`src/rtl/stk_pkg.sv`:
```
package stk_pkg;
    typedef enum logic [1:0] {
        OP_PUSH = 2'b00,
        OP_POP  = 2'b01,
        OP_CALL = 2'b10,
        OP_RET  = 2'b11
    } stk_op_e;

    typedef enum logic [1:0] {
        ST_IDLE,
        ST_ADDR,
        ST_WAIT,
        ST_UPDATE
    } stk_state_e;

    function automatic logic op_descends(input stk_op_e op);
        return (op == OP_PUSH) || (op == OP_CALL);
    endfunction
endpackage

```
`src/rtl/stk_addr_unit.sv`:
```
module stk_addr_unit
    import stk_pkg::*;
#(
    parameter int XLEN       = 64,
    parameter int SLOT_BYTES = 8
) (
    input  stk_op_e          op,
    input  logic [XLEN-1:0]  sp_cur,
    output logic [XLEN-1:0]  acc_addr,
    output logic [XLEN-1:0]  sp_after,
    output logic             misaligned
);
    localparam int              ALIGN_BITS = $clog2(SLOT_BYTES);
    localparam logic [XLEN-1:0] SLOT_W     = XLEN'(SLOT_BYTES);

    logic [XLEN-1:0] sp_dn;
    logic [XLEN-1:0] sp_up;

    always_comb begin
        sp_dn      = sp_cur - SLOT_W;
        sp_up      = sp_cur + SLOT_W;
        acc_addr   = op_descends(op) ? sp_dn : sp_cur;
        sp_after   = op_descends(op) ? sp_dn : sp_up;
        misaligned = |sp_cur[ALIGN_BITS-1:0];
    end
endmodule

```
`src/rtl/stk_result_sel.sv`:
```
module stk_result_sel
    import stk_pkg::*;
#(
    parameter int XLEN = 64
) (
    input  stk_op_e          op,
    input  logic [XLEN-1:0]  rdata,
    input  logic [XLEN-1:0]  target,
    input  logic [XLEN-1:0]  pc_cur,
    input  logic [XLEN-1:0]  pop_cur,
    output logic [XLEN-1:0]  pc_next,
    output logic [XLEN-1:0]  pop_next
);
    always_comb begin
        pc_next  = pc_cur;
        pop_next = pop_cur;
        unique case (op)
            OP_CALL: pc_next  = target;
            OP_RET:  pc_next  = rdata;
            OP_POP:  pop_next = rdata;
            default: ;
        endcase
    end
endmodule

```
`src/rtl/stack_seq.sv`:
```
module stack_seq
    import stk_pkg::*;
#(
    parameter int              XLEN       = 64,
    parameter int              SLOT_BYTES = 8,
    parameter logic [XLEN-1:0] RESET_SP   = 64'h1000,
    parameter logic [XLEN-1:0] RESET_PC   = 64'h0
) (
    input  logic             clk,
    input  logic             rst_n,
    input  logic             cmd_valid,
    input  logic [1:0]       cmd_op,
    input  logic [XLEN-1:0]  cmd_data,
    input  logic [XLEN-1:0]  call_target,
    input  logic [XLEN-1:0]  next_pc,
    output logic             mem_req,
    output logic             mem_we,
    output logic [XLEN-1:0]  mem_addr,
    output logic [XLEN-1:0]  mem_wdata,
    input  logic             mem_ack,
    input  logic [XLEN-1:0]  mem_rdata,
    output logic [XLEN-1:0]  sp,
    output logic [XLEN-1:0]  pc,
    output logic [XLEN-1:0]  pop_data,
    output logic             busy,
    output logic             misalign_err
);
    typedef struct packed {
        stk_state_e      state;
        stk_op_e         op;
        logic [XLEN-1:0] addr;
        logic [XLEN-1:0] wdata;
        logic [XLEN-1:0] target;
        logic [XLEN-1:0] rdata;
        logic [XLEN-1:0] sp;
        logic [XLEN-1:0] pc;
        logic [XLEN-1:0] pop;
        logic            err;
    } regs_t;

    regs_t r_q, r_d;

    stk_op_e         op_sel;
    logic [XLEN-1:0] acc_addr, sp_after, pc_next, pop_next;
    logic            misaligned;

    assign op_sel = (r_q.state == ST_IDLE) ? stk_op_e'(cmd_op) : r_q.op;

    stk_addr_unit #(.XLEN(XLEN), .SLOT_BYTES(SLOT_BYTES)) u_addr (
        .op         (op_sel),
        .sp_cur     (r_q.sp),
        .acc_addr   (acc_addr),
        .sp_after   (sp_after),
        .misaligned (misaligned)
    );

    stk_result_sel #(.XLEN(XLEN)) u_res (
        .op       (r_q.op),
        .rdata    (r_q.rdata),
        .target   (r_q.target),
        .pc_cur   (r_q.pc),
        .pop_cur  (r_q.pop),
        .pc_next  (pc_next),
        .pop_next (pop_next)
    );

    always_comb begin
        r_d = r_q;
        unique case (r_q.state)
            ST_IDLE: begin
                if (cmd_valid) begin
                    r_d.err = misaligned;
                    if (!misaligned) begin
                        r_d.op     = stk_op_e'(cmd_op);
                        r_d.wdata  = (stk_op_e'(cmd_op) == OP_CALL) ? next_pc : cmd_data;
                        r_d.target = call_target;
                        r_d.state  = ST_ADDR;
                    end
                end
            end
            ST_ADDR: begin
                r_d.addr  = acc_addr;
                r_d.state = ST_WAIT;
            end
            ST_WAIT: begin
                if (mem_ack) begin
                    r_d.rdata = mem_rdata;
                    r_d.state = ST_UPDATE;
                end
            end
            ST_UPDATE: begin
                r_d.sp    = sp_after;
                r_d.pc    = pc_next;
                r_d.pop   = pop_next;
                r_d.state = ST_IDLE;
            end
            default: r_d.state = ST_IDLE;
        endcase
    end

    always_ff @(posedge clk or negedge rst_n) begin
        if (!rst_n) begin
            r_q        <= '0;
            r_q.state  <= ST_IDLE;
            r_q.sp     <= RESET_SP;
            r_q.pc     <= RESET_PC;
        end else begin
            r_q <= r_d;
        end
    end

    assign mem_req      = (r_q.state == ST_WAIT);
    assign mem_we       = mem_req && op_descends(r_q.op);
    assign mem_addr     = r_q.addr;
    assign mem_wdata    = r_q.wdata;
    assign sp           = r_q.sp;
    assign pc           = r_q.pc;
    assign pop_data     = r_q.pop;
    assign busy         = (r_q.state != ST_IDLE);
    assign misalign_err = r_q.err;
endmodule

```
`config.mk`:
```
export PLATFORM = sky130hd
export DESIGN_NAME = stack_seq
export DESIGN_NICKNAME = d
export VERILOG_FILES = /design/src/rtl/stk_pkg.sv /design/src/rtl/stk_addr_unit.sv /design/src/rtl/stk_result_sel.sv /design/src/rtl/stack_seq.sv
export SDC_FILE = /design/constraint.sdc
export NUM_CORES = 1
export LEC_CHECK = 0
export ABC_AREA = 1
export BUFFER_PORTS_ARGS = -buffer_cell sky130_fd_sc_hd__buf_2
export CAP_MARGIN = 20
export CORE_ASPECT_RATIO = 0.9
export CORE_MARGIN = 2
export CORE_UTILIZATION = 31
export DETAILED_ROUTE_END_ITERATION = 10
export HOLD_SLACK_MARGIN = 0.05
export PLACE_DENSITY = 0.48
export SLEW_MARGIN = 20
export SYNTH_ARGS = -nofsm -noshare
export SYNTH_HDL_FRONTEND = slang
export SYNTH_SLANG_ARGS = --single-unit
```
`constraint.sdc`:
```
create_clock -name clk -period 2.22 [get_ports clk]
set_input_delay 0.111 -clock clk [delete_from_list [all_inputs] [get_ports clk]]
set_output_delay 0.111 -clock clk [all_outputs]
set_load 0.02 [all_outputs]
```
==> results.json <==
{
  "comb_power_share_pct": 47.7,
  "track_usage_pct": 23.5,
  "ant_nets": 0,
  "status": "finished, final reports clean",
  "drc_errors": 0,
  "tightest_slew_ps": 722,
  "via_count": 23800,
  "drt_first_pass_iters": 5,
  "final_util_pct": 39.9,
  "antenna_found_initial": 6,
  "worst_slack_ps": 122,
  "relSlewSlack_pct": 51.9,
  "routed_wl_mm": 99.9,
  "multiInputGateArea_sq_um": 10100,
  "io_buffers": 578,
  "synth_cells": 3408,
  "p_clk_share_pct": 18.9,
  "start_util_pct": 31.4,
  "crit_required_ps": 2680,
  "grt_pass1_wl_mm": 150,
  "rr_startpoint": "sp[4]$_DFFE_PN0P_",
  "hold_path_class": "primary input to asynchronous set/reset pin",
  "viasPerCell": 4.73,
  "fin_crit_sh_pct": 94.5,
  "num_io_pins": 586,
  "worst_ep_arrival_time_ps": 2560,
  "rsz0062_at_grt": "yes",
  "routedWlPerCell_um": 19.9,
  "max_cap_violations": 0,
  "ys_seq_area_share_pct": 44.6,
  "synth_top_area_share_pct": 44.5,
  "finalHoldViolCount": 0,
  "p_per_area_nw_per_um2": 1360,
  "dp_slack_ps": 44.7,
  "period_minus_slack_ps": 2100,
  "switching_share_pct": 46.9,
  "ys_warn_count": 0,
  "power.switching_w": 0.0202,
  "clock_path_buffers": 3,
  "nNetsFinal": 4211,
  "finClkSkew_ps": 49.2,
  "drive_gt1_share_pct": 22.0,
  "gp_congestion": 0.997,
  "synth_area_leaders": "dfrtp_1, nand2_1, buf_4",
  "max_freq_ghz": 0.477,
  "die_w_um": 304,
  "slew_violations": 0,
  "cts_made_buffers": 50,
  "clock_latency_ps": 640,
  "root_buffer": "clkbuf_16",
  "r2r_end": "sp[21]$_DFFE_PN0P_",
  "grt-ovfl-total": 0,
  "power.internal_w": 0.0229,
  "vdd_ir_drop_max_mv": 0.796,
  "worst-setup-path-type": "register to register",
  "start_kind": "register",
  "drt_iter0_markers": 1651,
  "dieArea_sq_um": 83100,
  "cp-endpoint": "sp[21]$_DFFE_PN0P_",
  "final_common_cell": "nand2_1",
  "startpoint": "sp[4]$_DFFE_PN0P_",
  "setup_viol": 0,
  "ff_latch_area_sq_um": 11200,
  "fillers": 8454,
  "areaGrowthSynthToFinish_pct": 26.9,
  "cts_sinks": 446,
  "ys_ff_latch": 446,
  "grt_max_degree": 133,
  "seqPwrFrac_pct": 33.4,
  "hpwl_mm": 73.4,
  "cts_tree": "done",
  "cp-end-kind": "register",
  "totalNegativeSetupSlack_ps": 0,
  "syn_avg_cell_area_sq_um": 7.35,
  "rr_worst_depth": 8,
  "rrSetupSlack_ps": 120,
  "synth_area_sq_um": 25000,
  "cts_max_level": 2,
  "rows": 98,
  "whs_ps": 176,
  "yosysTopAreaCell": "dfrtp_1",
  "critPathMaxFanout": 6,
  "core-area_sq_um": 79700,
  "leakage_nw": 15.7,
  "final_cell_mix": "nand2_1, buf_2, nor2_1, dfrtp_1, o21ai_0",
  "grt_pass1_vias": 23800,
  "path_clk_slew_ps": 60,
  "die_y_um": 274,
  "synth.distinct_cells": 40
}
synthesized netlist by cell type, drive strengths merged:
cell    number
a32oi        1
nand3       93
o31ai        1
a31oi       25
buf        398
a22oi        4
clkbuf     116
o22ai        1
dfrtp      445
o41ai        1
inv        162
nand3b       5
o221ai       2
or2          3
xnor2        7
nand2      975
clkinv       1
and2         3
nor3         2
dfstp        1
ha           9
nor2       566
o21ai      369
xor2        16
a211oi       1
nand4       13
conb         1
a21oi      187
stage by stage:
step           total power [W]  instance area, sq um  instances
2_1_floorplan           0.0295                 25100       3414
3_3_place_gp            0.0346                 27400       4660
3_5_place_dp            0.0346                 27400       4660
4_1_cts                 0.0435                 31700       5027
5_1_grt                 0.0462                 31800       5031
6_report                0.0432                 31800       5031
state kept, by name, summed over array words and instances (netlist names):
name,cells
r_q,132
mem_wdata,64
pc,64
pop_data,64
mem_addr,61
sp,61
critical path, stage by stage (launching register included):
cell	delay (ps)
dfrtp_1	430
ha_1	230
nand3_2	150
inv_2	120
nand3b_1	150
nor2_1	290
nor2_1	60
o21ai_0	360
a31oi_1	130
worst min path at each step:
stage	slack (ps)	to	start
6_report	180	pop_data[21]$_DFFE_PN0P_	rst_n
3_3_place_gp	7	sp[40]$_DFFE_PN0P_	rst_n
5_1_grt	170	pop_data[21]$_DFFE_PN0P_	rst_n
3_5_place_dp	4	sp[40]$_DFFE_PN0P_	rst_n
2_1_floorplan	-180	mem_addr[10]$_DFFE_PN0N_	rst_n
4_1_cts	140	pop_data[21]$_DFFE_PN0P_	rst_n
final cells by class:
type / count / share of cell area (%)
flip-flops and latches: 446 / 35.1
multi-input cells: 2291 / 31.8
repair buffers: 988 / 22.0
clock buffers: 76 / 4.49
well taps: 1050 / 4.13
inverters: 163 / 1.94
clock inverters: 13 / 0.453
diodes: 4 / 0.0315
routing by layer:
layer | GRT usage (%) | vias to the layer above | wire [um]
li1 | - | 11500 | -
met1 | 29.4 | 11300 | 42100
met2 | 40.5 | 758 | 48400
met3 | 4.00 | 172 | 5480
met4 | 8.88 | 4 | 3910
met5 | 0 | - | 27
cells by family (layout without fill, tap and decap cells):
| kind of cell | after synthesis | count (layout) | synth area share, % |
|---|---|---|---|
| xor+xnor | 23 | 23 | 0.804 |
| flops | 446 | 446 | 44.6 |
| buf+inv | 677 | 1240 | 15.5 |
| compound gates | 592 | 592 | 12.1 |
| simple gates | 1660 | 1660 | 26.6 |
| fa+ha+maj | 9 | 9 | 0.450 |
| other cells | 1 | 11 | 0.0150 |
power by group through the flow:
| stage | logic, W | registers (W) | clock network, W |
|---|---|---|---|
| after floorplan | 0.0161 | 0.0134 | 0 |
| after global placement | 0.0201 | 0.0144 | 0 |
| after detailed placement | 0.0202 | 0.0144 | 0 |
| after CTS | 0.0207 | 0.0144 | 0.00839 |
| after global routing | 0.0226 | 0.0149 | 0.00869 |
| final | 0.0206 | 0.0144 | 0.00816 |
what timing repair did:
action | in CTS | in global routing
buffers inserted | 0 | 0
gates resized for setup | 0 | 15
hold buffers | 278 | 0
hold endpoints to repair | 593 | 0
endpoints found under the setup margin | 0 | 46
No activity file was read; power rests on OpenSTA's default activity.
